--- config.mk ---
export PLATFORM = sky130hd
export DESIGN_NAME = dir_home_ctrl
export DESIGN_NICKNAME = d
export VERILOG_FILES = /design/src/rtl/dir_pkg.sv /design/src/rtl/dir_datapath.sv /design/src/rtl/dir_control.sv /design/src/rtl/dir_home_ctrl.sv
export SDC_FILE = /design/constraint.sdc
export NUM_CORES = 1
export LEC_CHECK = 0
export BUFFER_PORTS_ARGS = -buffer_cell sky130_fd_sc_hd__buf_2
export CORE_UTILIZATION = 62
export DETAILED_ROUTE_END_ITERATION = 7
export PLACE_DENSITY = 0.8
export SYNTH_ARGS = -nofsm -noshare
export SYNTH_HDL_FRONTEND = slang
export SYNTH_SLANG_ARGS = --single-unit
--- constraint.sdc ---
create_clock -name clk -period 5 [get_ports clk]
set_clock_uncertainty 0.2 [all_clocks]
set_input_delay 0.75 -clock clk [delete_from_list [all_inputs] [get_ports clk]]
set_output_delay 0.75 -clock clk [all_outputs]
set_load 0.02 [all_outputs]
--- src/rtl/dir_pkg.sv ---
`timescale 1ns/1ps
package dir_pkg;
  typedef enum logic [1:0] {ST_UNC, ST_SHR, ST_MOD} dirState_e;
  typedef enum logic [1:0] {REQ_RD, REQ_RDX, REQ_WB, REQ_ACK} reqKind_e;
  typedef enum logic [2:0] {MSG_INV, MSG_FWD, MSG_DATA, MSG_EXCL, MSG_NACK} msgKind_e;

  // strobes from control to datapath
  typedef struct packed {
    logic      wrEntry;
    dirState_e newState;
    logic      setBusy;
    logic      clrBusy;
    logic      wrMem;
    logic      sendOut;
    msgKind_e  outKind;
    logic      useInData;
  } dirStrobe_t;
endpackage

--- src/rtl/dir_datapath.sv ---
`timescale 1ns/1ps
module dir_datapath
  import dir_pkg::*;
#(
  parameter int NODES  = 4,
  parameter int BLOCKS = 8,
  parameter int DATA_W = 16,
  parameter int NODE_W = 2,
  parameter int ADDR_W = 3
) (
  input  logic              clk,
  input  logic              rstN,
  input  dirStrobe_t        st,
  input  logic [ADDR_W-1:0] addr,
  input  logic [NODES-1:0]  newPres,
  input  logic [DATA_W-1:0] inData,
  input  logic [NODE_W-1:0] dstIn,
  input  logic [ADDR_W-1:0] msgAddrIn,
  output dirState_e         curState,
  output logic [NODES-1:0]  curPres,
  output logic              curBusy,
  output logic              outValid,
  output msgKind_e          outKind,
  output logic [NODE_W-1:0] outDst,
  output logic [ADDR_W-1:0] outAddr,
  output logic [DATA_W-1:0] outData
);
  dirState_e          stateQ [BLOCKS];
  logic [NODES-1:0]   presQ  [BLOCKS];
  logic [DATA_W-1:0]  memQ   [BLOCKS];
  logic [BLOCKS-1:0]  busyQ;
  logic [DATA_W-1:0]  curMem;

  assign curState = stateQ[addr];
  assign curPres  = presQ[addr];
  assign curBusy  = busyQ[addr];
  assign curMem   = memQ[addr];

  always_ff @(posedge clk or negedge rstN) begin
    if (!rstN) begin
      for (int i = 0; i < BLOCKS; i++) begin
        stateQ[i] <= ST_UNC;
        presQ[i]  <= '0;
        memQ[i]   <= '0;
      end
      busyQ    <= '0;
      outValid <= 1'b0;
      outKind  <= MSG_INV;
      outDst   <= '0;
      outAddr  <= '0;
      outData  <= '0;
    end else begin
      if (st.wrEntry) begin
        stateQ[addr] <= st.newState;
        presQ[addr]  <= newPres;
      end
      if (st.setBusy) busyQ[addr] <= 1'b1;
      if (st.clrBusy) busyQ[addr] <= 1'b0;
      if (st.wrMem)   memQ[addr]  <= inData;
      outValid <= st.sendOut;
      if (st.sendOut) begin
        outKind <= st.outKind;
        outDst  <= dstIn;
        outAddr <= msgAddrIn;
        outData <= st.useInData ? inData : curMem;
      end
    end
  end
endmodule

--- src/rtl/dir_control.sv ---
`timescale 1ns/1ps
module dir_control
  import dir_pkg::*;
#(
  parameter int NODES  = 4,
  parameter int NODE_W = 2,
  parameter int ADDR_W = 3
) (
  input  logic              clk,
  input  logic              rstN,
  input  logic              reqValid,
  input  reqKind_e          reqKind,
  input  logic [NODE_W-1:0] reqSrc,
  input  logic [ADDR_W-1:0] reqAddr,
  input  dirState_e         curState,
  input  logic [NODES-1:0]  curPres,
  input  logic              curBusy,
  output logic              reqReady,
  output dirStrobe_t        st,
  output logic [NODES-1:0]  newPres,
  output logic [NODE_W-1:0] dstOut,
  output logic [ADDR_W-1:0] msgAddr
);
  localparam int CNT_W = NODE_W + 1;

  function automatic logic [NODES-1:0] nodeBit(input logic [NODE_W-1:0] idx);
    nodeBit = {{(NODES-1){1'b0}}, 1'b1} << idx;
  endfunction

  function automatic logic [NODE_W-1:0] lowIdx(input logic [NODES-1:0] v);
    lowIdx = '0;
    for (int i = NODES - 1; i >= 0; i--) if (v[i]) lowIdx = NODE_W'(i);
  endfunction

  function automatic logic [CNT_W-1:0] popCount(input logic [NODES-1:0] v);
    popCount = '0;
    for (int i = 0; i < NODES; i++) popCount = popCount + CNT_W'(v[i]);
  endfunction

  // open-transaction record
  logic              txnActive, txnIsRead, sending;
  logic [ADDR_W-1:0] txnAddr;
  logic [NODE_W-1:0] txnReq;
  logic [NODES-1:0]  invVec;
  logic [CNT_W-1:0]  ackCnt;

  logic             startTxn, startRead, ackTake, txnDone;
  logic [NODES-1:0] startVec, srcBit, otherPres, walkLow;
  logic             matchTxn;

  assign reqReady  = !sending;
  assign srcBit    = nodeBit(reqSrc);
  assign otherPres = curPres & ~srcBit;
  assign matchTxn  = txnActive && (reqAddr == txnAddr);
  assign walkLow   = nodeBit(lowIdx(invVec));

  always_comb begin
    st        = '0;
    newPres   = curPres;
    dstOut    = reqSrc;
    msgAddr   = reqAddr;
    startTxn  = 1'b0;
    startRead = 1'b0;
    startVec  = '0;
    ackTake   = 1'b0;
    txnDone   = 1'b0;
    if (sending) begin
      st.sendOut = 1'b1;
      st.outKind = txnIsRead ? MSG_FWD : MSG_INV;
      dstOut     = lowIdx(invVec);
      msgAddr    = txnAddr;
    end else if (reqValid) begin
      unique case (reqKind)
        REQ_ACK: begin
          if (matchTxn && !txnIsRead && curPres[reqSrc]) begin
            ackTake     = 1'b1;
            st.wrEntry  = 1'b1;
            st.newState = curState;
            newPres     = otherPres;
            st.wrMem    = (curState == ST_MOD);
            if (ackCnt == CNT_W'(1)) begin
              txnDone      = 1'b1;
              newPres      = nodeBit(txnReq);
              st.newState  = ST_MOD;
              st.clrBusy   = 1'b1;
              st.sendOut   = 1'b1;
              st.outKind   = MSG_EXCL;
              st.useInData = (curState == ST_MOD);
              dstOut       = txnReq;
            end
          end
        end
        REQ_WB: begin
          if (curBusy) begin
            st.sendOut = 1'b1;
            st.outKind = MSG_NACK;
            if (matchTxn && txnIsRead && curPres[reqSrc] && curState == ST_MOD) begin
              txnDone      = 1'b1;
              st.wrMem     = 1'b1;
              st.wrEntry   = 1'b1;
              st.newState  = ST_SHR;
              newPres      = curPres | nodeBit(txnReq);
              st.clrBusy   = 1'b1;
              st.outKind   = MSG_DATA;
              st.useInData = 1'b1;
              dstOut       = txnReq;
            end
          end else if (curState == ST_MOD && curPres == srcBit) begin
            st.wrMem    = 1'b1;
            st.wrEntry  = 1'b1;
            st.newState = ST_UNC;
            newPres     = '0;
          end
        end
        REQ_RD: begin
          st.sendOut = 1'b1;
          st.outKind = MSG_NACK;
          if (!curBusy) begin
            if (curState != ST_MOD) begin
              st.outKind  = MSG_DATA;
              st.wrEntry  = 1'b1;
              st.newState = ST_SHR;
              newPres     = (curState == ST_UNC) ? srcBit : (curPres | srcBit);
            end else if (!txnActive) begin
              st.sendOut = 1'b0;
              st.setBusy = 1'b1;
              startTxn   = 1'b1;
              startRead  = 1'b1;
              startVec   = curPres;
            end
          end
        end
        default: begin // REQ_RDX
          st.sendOut = 1'b1;
          st.outKind = MSG_NACK;
          if (!curBusy) begin
            if (curState == ST_UNC || otherPres == '0) begin
              st.outKind  = MSG_EXCL;
              st.wrEntry  = 1'b1;
              st.newState = ST_MOD;
              newPres     = srcBit;
            end else if (!txnActive) begin
              st.sendOut = 1'b0;
              st.setBusy = 1'b1;
              startTxn   = 1'b1;
              startVec   = otherPres;
            end
          end
        end
      endcase
    end
  end

  always_ff @(posedge clk or negedge rstN) begin
    if (!rstN) begin
      txnActive <= 1'b0;
      txnIsRead <= 1'b0;
      sending   <= 1'b0;
      txnAddr   <= '0;
      txnReq    <= '0;
      invVec    <= '0;
      ackCnt    <= '0;
    end else begin
      if (sending) begin
        invVec <= invVec & ~walkLow;
        if ((invVec & ~walkLow) == '0) sending <= 1'b0;
      end
      if (startTxn) begin
        txnActive <= 1'b1;
        txnIsRead <= startRead;
        txnAddr   <= reqAddr;
        txnReq    <= reqSrc;
        invVec    <= startVec;
        ackCnt    <= popCount(startVec);
        sending   <= 1'b1;
      end
      if (ackTake) ackCnt <= ackCnt - CNT_W'(1);
      if (txnDone) txnActive <= 1'b0;
    end
  end
endmodule

--- src/rtl/dir_home_ctrl.sv ---
`timescale 1ns/1ps
module dir_home_ctrl
  import dir_pkg::*;
#(
  parameter int NODES  = 4,
  parameter int BLOCKS = 8,
  parameter int DATA_W = 16,
  parameter int NODE_W = $clog2(NODES),
  parameter int ADDR_W = $clog2(BLOCKS)
) (
  input  logic              clk,
  input  logic              rstN,
  input  logic              reqValid,
  output logic              reqReady,
  input  logic [1:0]        reqKind,
  input  logic [NODE_W-1:0] reqSrc,
  input  logic [ADDR_W-1:0] reqAddr,
  input  logic [DATA_W-1:0] reqData,
  output logic              outValid,
  output logic [2:0]        outKind,
  output logic [NODE_W-1:0] outDst,
  output logic [ADDR_W-1:0] outAddr,
  output logic [DATA_W-1:0] outData
);
  dirStrobe_t        st;
  dirState_e         curState;
  logic [NODES-1:0]  curPres, newPres;
  logic              curBusy;
  logic [NODE_W-1:0] dstOut;
  logic [ADDR_W-1:0] msgAddr;
  msgKind_e          kindOut;

  dir_control #(.NODES(NODES), .NODE_W(NODE_W), .ADDR_W(ADDR_W)) u_ctl (
    .clk(clk), .rstN(rstN), .reqValid(reqValid), .reqKind(reqKind_e'(reqKind)),
    .reqSrc(reqSrc), .reqAddr(reqAddr), .curState(curState), .curPres(curPres),
    .curBusy(curBusy), .reqReady(reqReady), .st(st), .newPres(newPres),
    .dstOut(dstOut), .msgAddr(msgAddr)
  );

  dir_datapath #(.NODES(NODES), .BLOCKS(BLOCKS), .DATA_W(DATA_W),
                 .NODE_W(NODE_W), .ADDR_W(ADDR_W)) u_dp (
    .clk(clk), .rstN(rstN), .st(st), .addr(reqAddr), .newPres(newPres),
    .inData(reqData), .dstIn(dstOut), .msgAddrIn(msgAddr), .curState(curState),
    .curPres(curPres), .curBusy(curBusy), .outValid(outValid), .outKind(kindOut),
    .outDst(outDst), .outAddr(outAddr), .outData(outData)
  );

  assign outKind = kindOut;
endmodule

==> impl_metrics.ini <==
[status]
run_status = finished, final reports clean

[global_route]
grt_antenna_before_repair = 0
number_of_global_route_vias_before_repair = 8558
grt_first_pass_wirelength_um = 47600
global_route.usage.total_pct = 33.5
gr-total-overflow = 0
grt_start_max_net_pins = 120

[floorplanning]
dieHeight_um = 137
placeableCoreArea_um2 = 18000
io-pin-count = 52
rows = 49
overall_die_width_um = 137
initial_core_util_pct = 63.2
design.die.area_um2 = 18900

[sta]
grt_setup_unrepaired = no
final_min_period_over_clock_period_pct = 89.5
final-max-slew-violation-count = 0
hold_viol_final = 0
post-route-min-period_ps = 4480
max_slew_margin_vs_limit_pct = 22.0
max_clock_freq_mhz = 223
setup-violations-final = 0
totalNegativeSetupSlack_ps = 0
worst_pin_slew_ps = 1160

[clock_network]
cts_tree = built
cts.reportedPaths.clkPinSlew_ps = 60
clk-insertion-delay-late_ps = 530
cts.path.max_buffers = 3
clockRootBuffer = clkbuf_16
cts.sink_count = 224
cts_hold_buf = 0
postCtsSetupBuffers = 0
cts_repair_resize_count = 0
tritoncts.num_buffers = 23
htree_levels = 1

[worst_setup_path]
regToRegEndpoint = u_dp.presQ[21]$_DFFE_PN0P_
cpMaxStageDelayCell = a221o_1
worst-setup-path-type = in2reg
critical_path.n_buffers_inverters = 2
critical_path.top_delay_family = compound AO/OA/AOI/OAI gates
worstPathArrival_ps = 4680
biggest_fanout_along_the_worst_timing_path = 13
reg2regPathDepth = 12
crit_path_start_kind = primary input
path_cells = buf_2, mux2_2, a221o_1, a21oi_1, buf_4, ha_1, nor4_1, nand2_1, a211oi_1, a221oi_1, or3_1, a221o_1, mux2_2
critical_path.endpoint_type = register
critical_path.reg2reg.startpoint = u_dp.presQ[0]$_DFFE_PN0P_
internal_reg_to_reg_setup_slack_ps = 770
slowest_delay_ps = 450
critical_path.startpoint = reqAddr[0]
cp_data_required_time_ps = 5200

[routing]
vias = 8530
route.antenna.remaining_nets = 0
vias_per_cell = 6.73
firstDrtPassIters = 5
drc_errors = 0
drtIter0Drc = 686
total_wire_length_um = 30100
drt-wirelength-per-cell_um = 23.7

[final_layout]
syn_to_final_growth_pct = 12.1
instances_no_fill = 1268
final_nets = 1062
layout-drive-gt1-share_pct = 31.8
num-fill-cells = 1244
diodes = 0

[yosys]
synth.cells.most_frequent = 224 x dfrtp_1, 165 x mux2_2, 51 x nand2_1
netlist_instances = 959
synth.most_common_cell = dfrtp_1
synth_edf_count = 0
synth-seq-area-share_pct = 49.3
synth.top_cells.by_area = dfrtp_1 49%, mux2_2 16%, a22oi_1 3.3%
syn-num-nets = 998
synth.largest_area_cell = dfrtp_1
postSynthRegisterBits = 224
yosys.area.top_type_share_pct = 49.3
fraction_of_registers_with_async_set_or_reset_after_synthesis_pct = 100
synthFlopType = dfrtp_1
netlist_area_um2 = 11400
synth_cell_type_count = 77
yosys_warnings = 0
avgSynthCellArea_um2 = 11.8

[placed_design]
placedCellCount = 1227
portBuffers = 51
dpl.hpwl_um = 19600
place.gp.congestion = 1.04

[min_path]
hp-class = in2async

[flow_run]
drv.max_cap_violation_count = 0

[power_and_ir_drop]
power.ir.vdd_worst_mv = 0.399
areal_power_density_over_the_cells_nw_per_um2 = 334
total_leakage_power_uw = 0.00592
-- layer usage --
layer / wire, µm / vias to the layer above / global-route usage (%)
li1: - / 3736 / -
met1: 12500 / 4306 / 45.0
met2: 14300 / 403 / 53.8
met3: 2140 / 85 / 5.45
met4: 1130 / 0 / 15.3
met5: 0 / - / 0
-- final cells by class --
class	instances	area (µm²)	share of cell area [%]
multi-input combinational	662	5410	42.5
clock inverter	6	98.8	0.776
sequential	224	5610	44.0
clock buffer	35	661	5.19
timing repair buffer	92	598	4.70
tap	229	287	2.25
inverter	20	75.1	0.589
-- power breakdown --
part	switching (µW)	leakage, µW	internal, µW	total, µW
Combinational	329	0.00253	214	543
Sequential	61.5	0.00302	1920	1980
Clock	717	0.000372	1020	1740
-- through the flow --
step                      total power [µW]  utilization [%]  hold slack, ps  worst slack [ps]  area (µm²)
after floorplan                       2320                -             254               605       11400
after global placement                2530             66.7             256              74.6       12000
after detailed placement              2540             66.7             266              52.1       12000
after CTS                             4270             70.9             106               569       12700
after global routing                  4400             70.9             146               319       12700
final                                 4260             70.9            75.0               523       12700
-- state kept, by name (all words and copies together), names as in the netlist, 2 cells and up, named ones only --
name,count
u_dp.memQ,128
u_dp.presQ,32
u_ctl.ackCnt,3
u_ctl.txnReq,2
u_dp.outAddr,3
u_ctl.invVec,4
u_dp.outData,16
u_dp.outKind,3
u_dp.stateQ,16
u_ctl.txnAddr,3
u_dp.outDst,2
-- cell usage in the layout, fill, tap and decap left out, types with 9 or more instances in the layout --
cell         n
inv_1       17
nand3_1     21
nor2_4       9
a22oi_1     50
a221oi_1     9
nand2_1     51
nor2b_1     12
buf_4       39
mux2i_1     35
a21oi_1     39
buf_2       50
mux2_2     165
nor2_1      43
dfrtp_1    224
o21ai_1     11
nor3_1      15
o21ai_0     30
clkbuf_16   23
ha_1        12
a31oi_1     13
nand4_1     10
-- cell families (layout without fill, tap and decap cells) --
group	count (synthesis)	in the layout	synth area share, %
AO/OA/AOI/OAI	233	233	15.1
adder cells (fa/ha/maj)	14	14	1.59
flip-flops	224	224	49.3
AND/OR/NAND/NOR	199	199	9.09
multiplexers	213	213	21.5
buffers and inverters	73	153	3.22
XOR/XNOR	3	3	0.231
-- how the worst max path moves through the flow --
stage	slack, ps	to	cells after the start
2_1_floorplan	600	u_ctl.ackCnt[1]$_DFFE_PN0P_	19
3_3_place_gp	70	u_dp.presQ[21]$_DFFE_PN0P_	13
3_5_place_dp	50	u_dp.presQ[21]$_DFFE_PN0P_	13
4_1_cts	570	u_dp.presQ[21]$_DFFE_PN0P_	13
5_1_grt	320	u_dp.presQ[21]$_DFFE_PN0P_	13
6_report	520	u_dp.presQ[21]$_DFFE_PN0P_	13
Power figures use the tool's default switching activity.
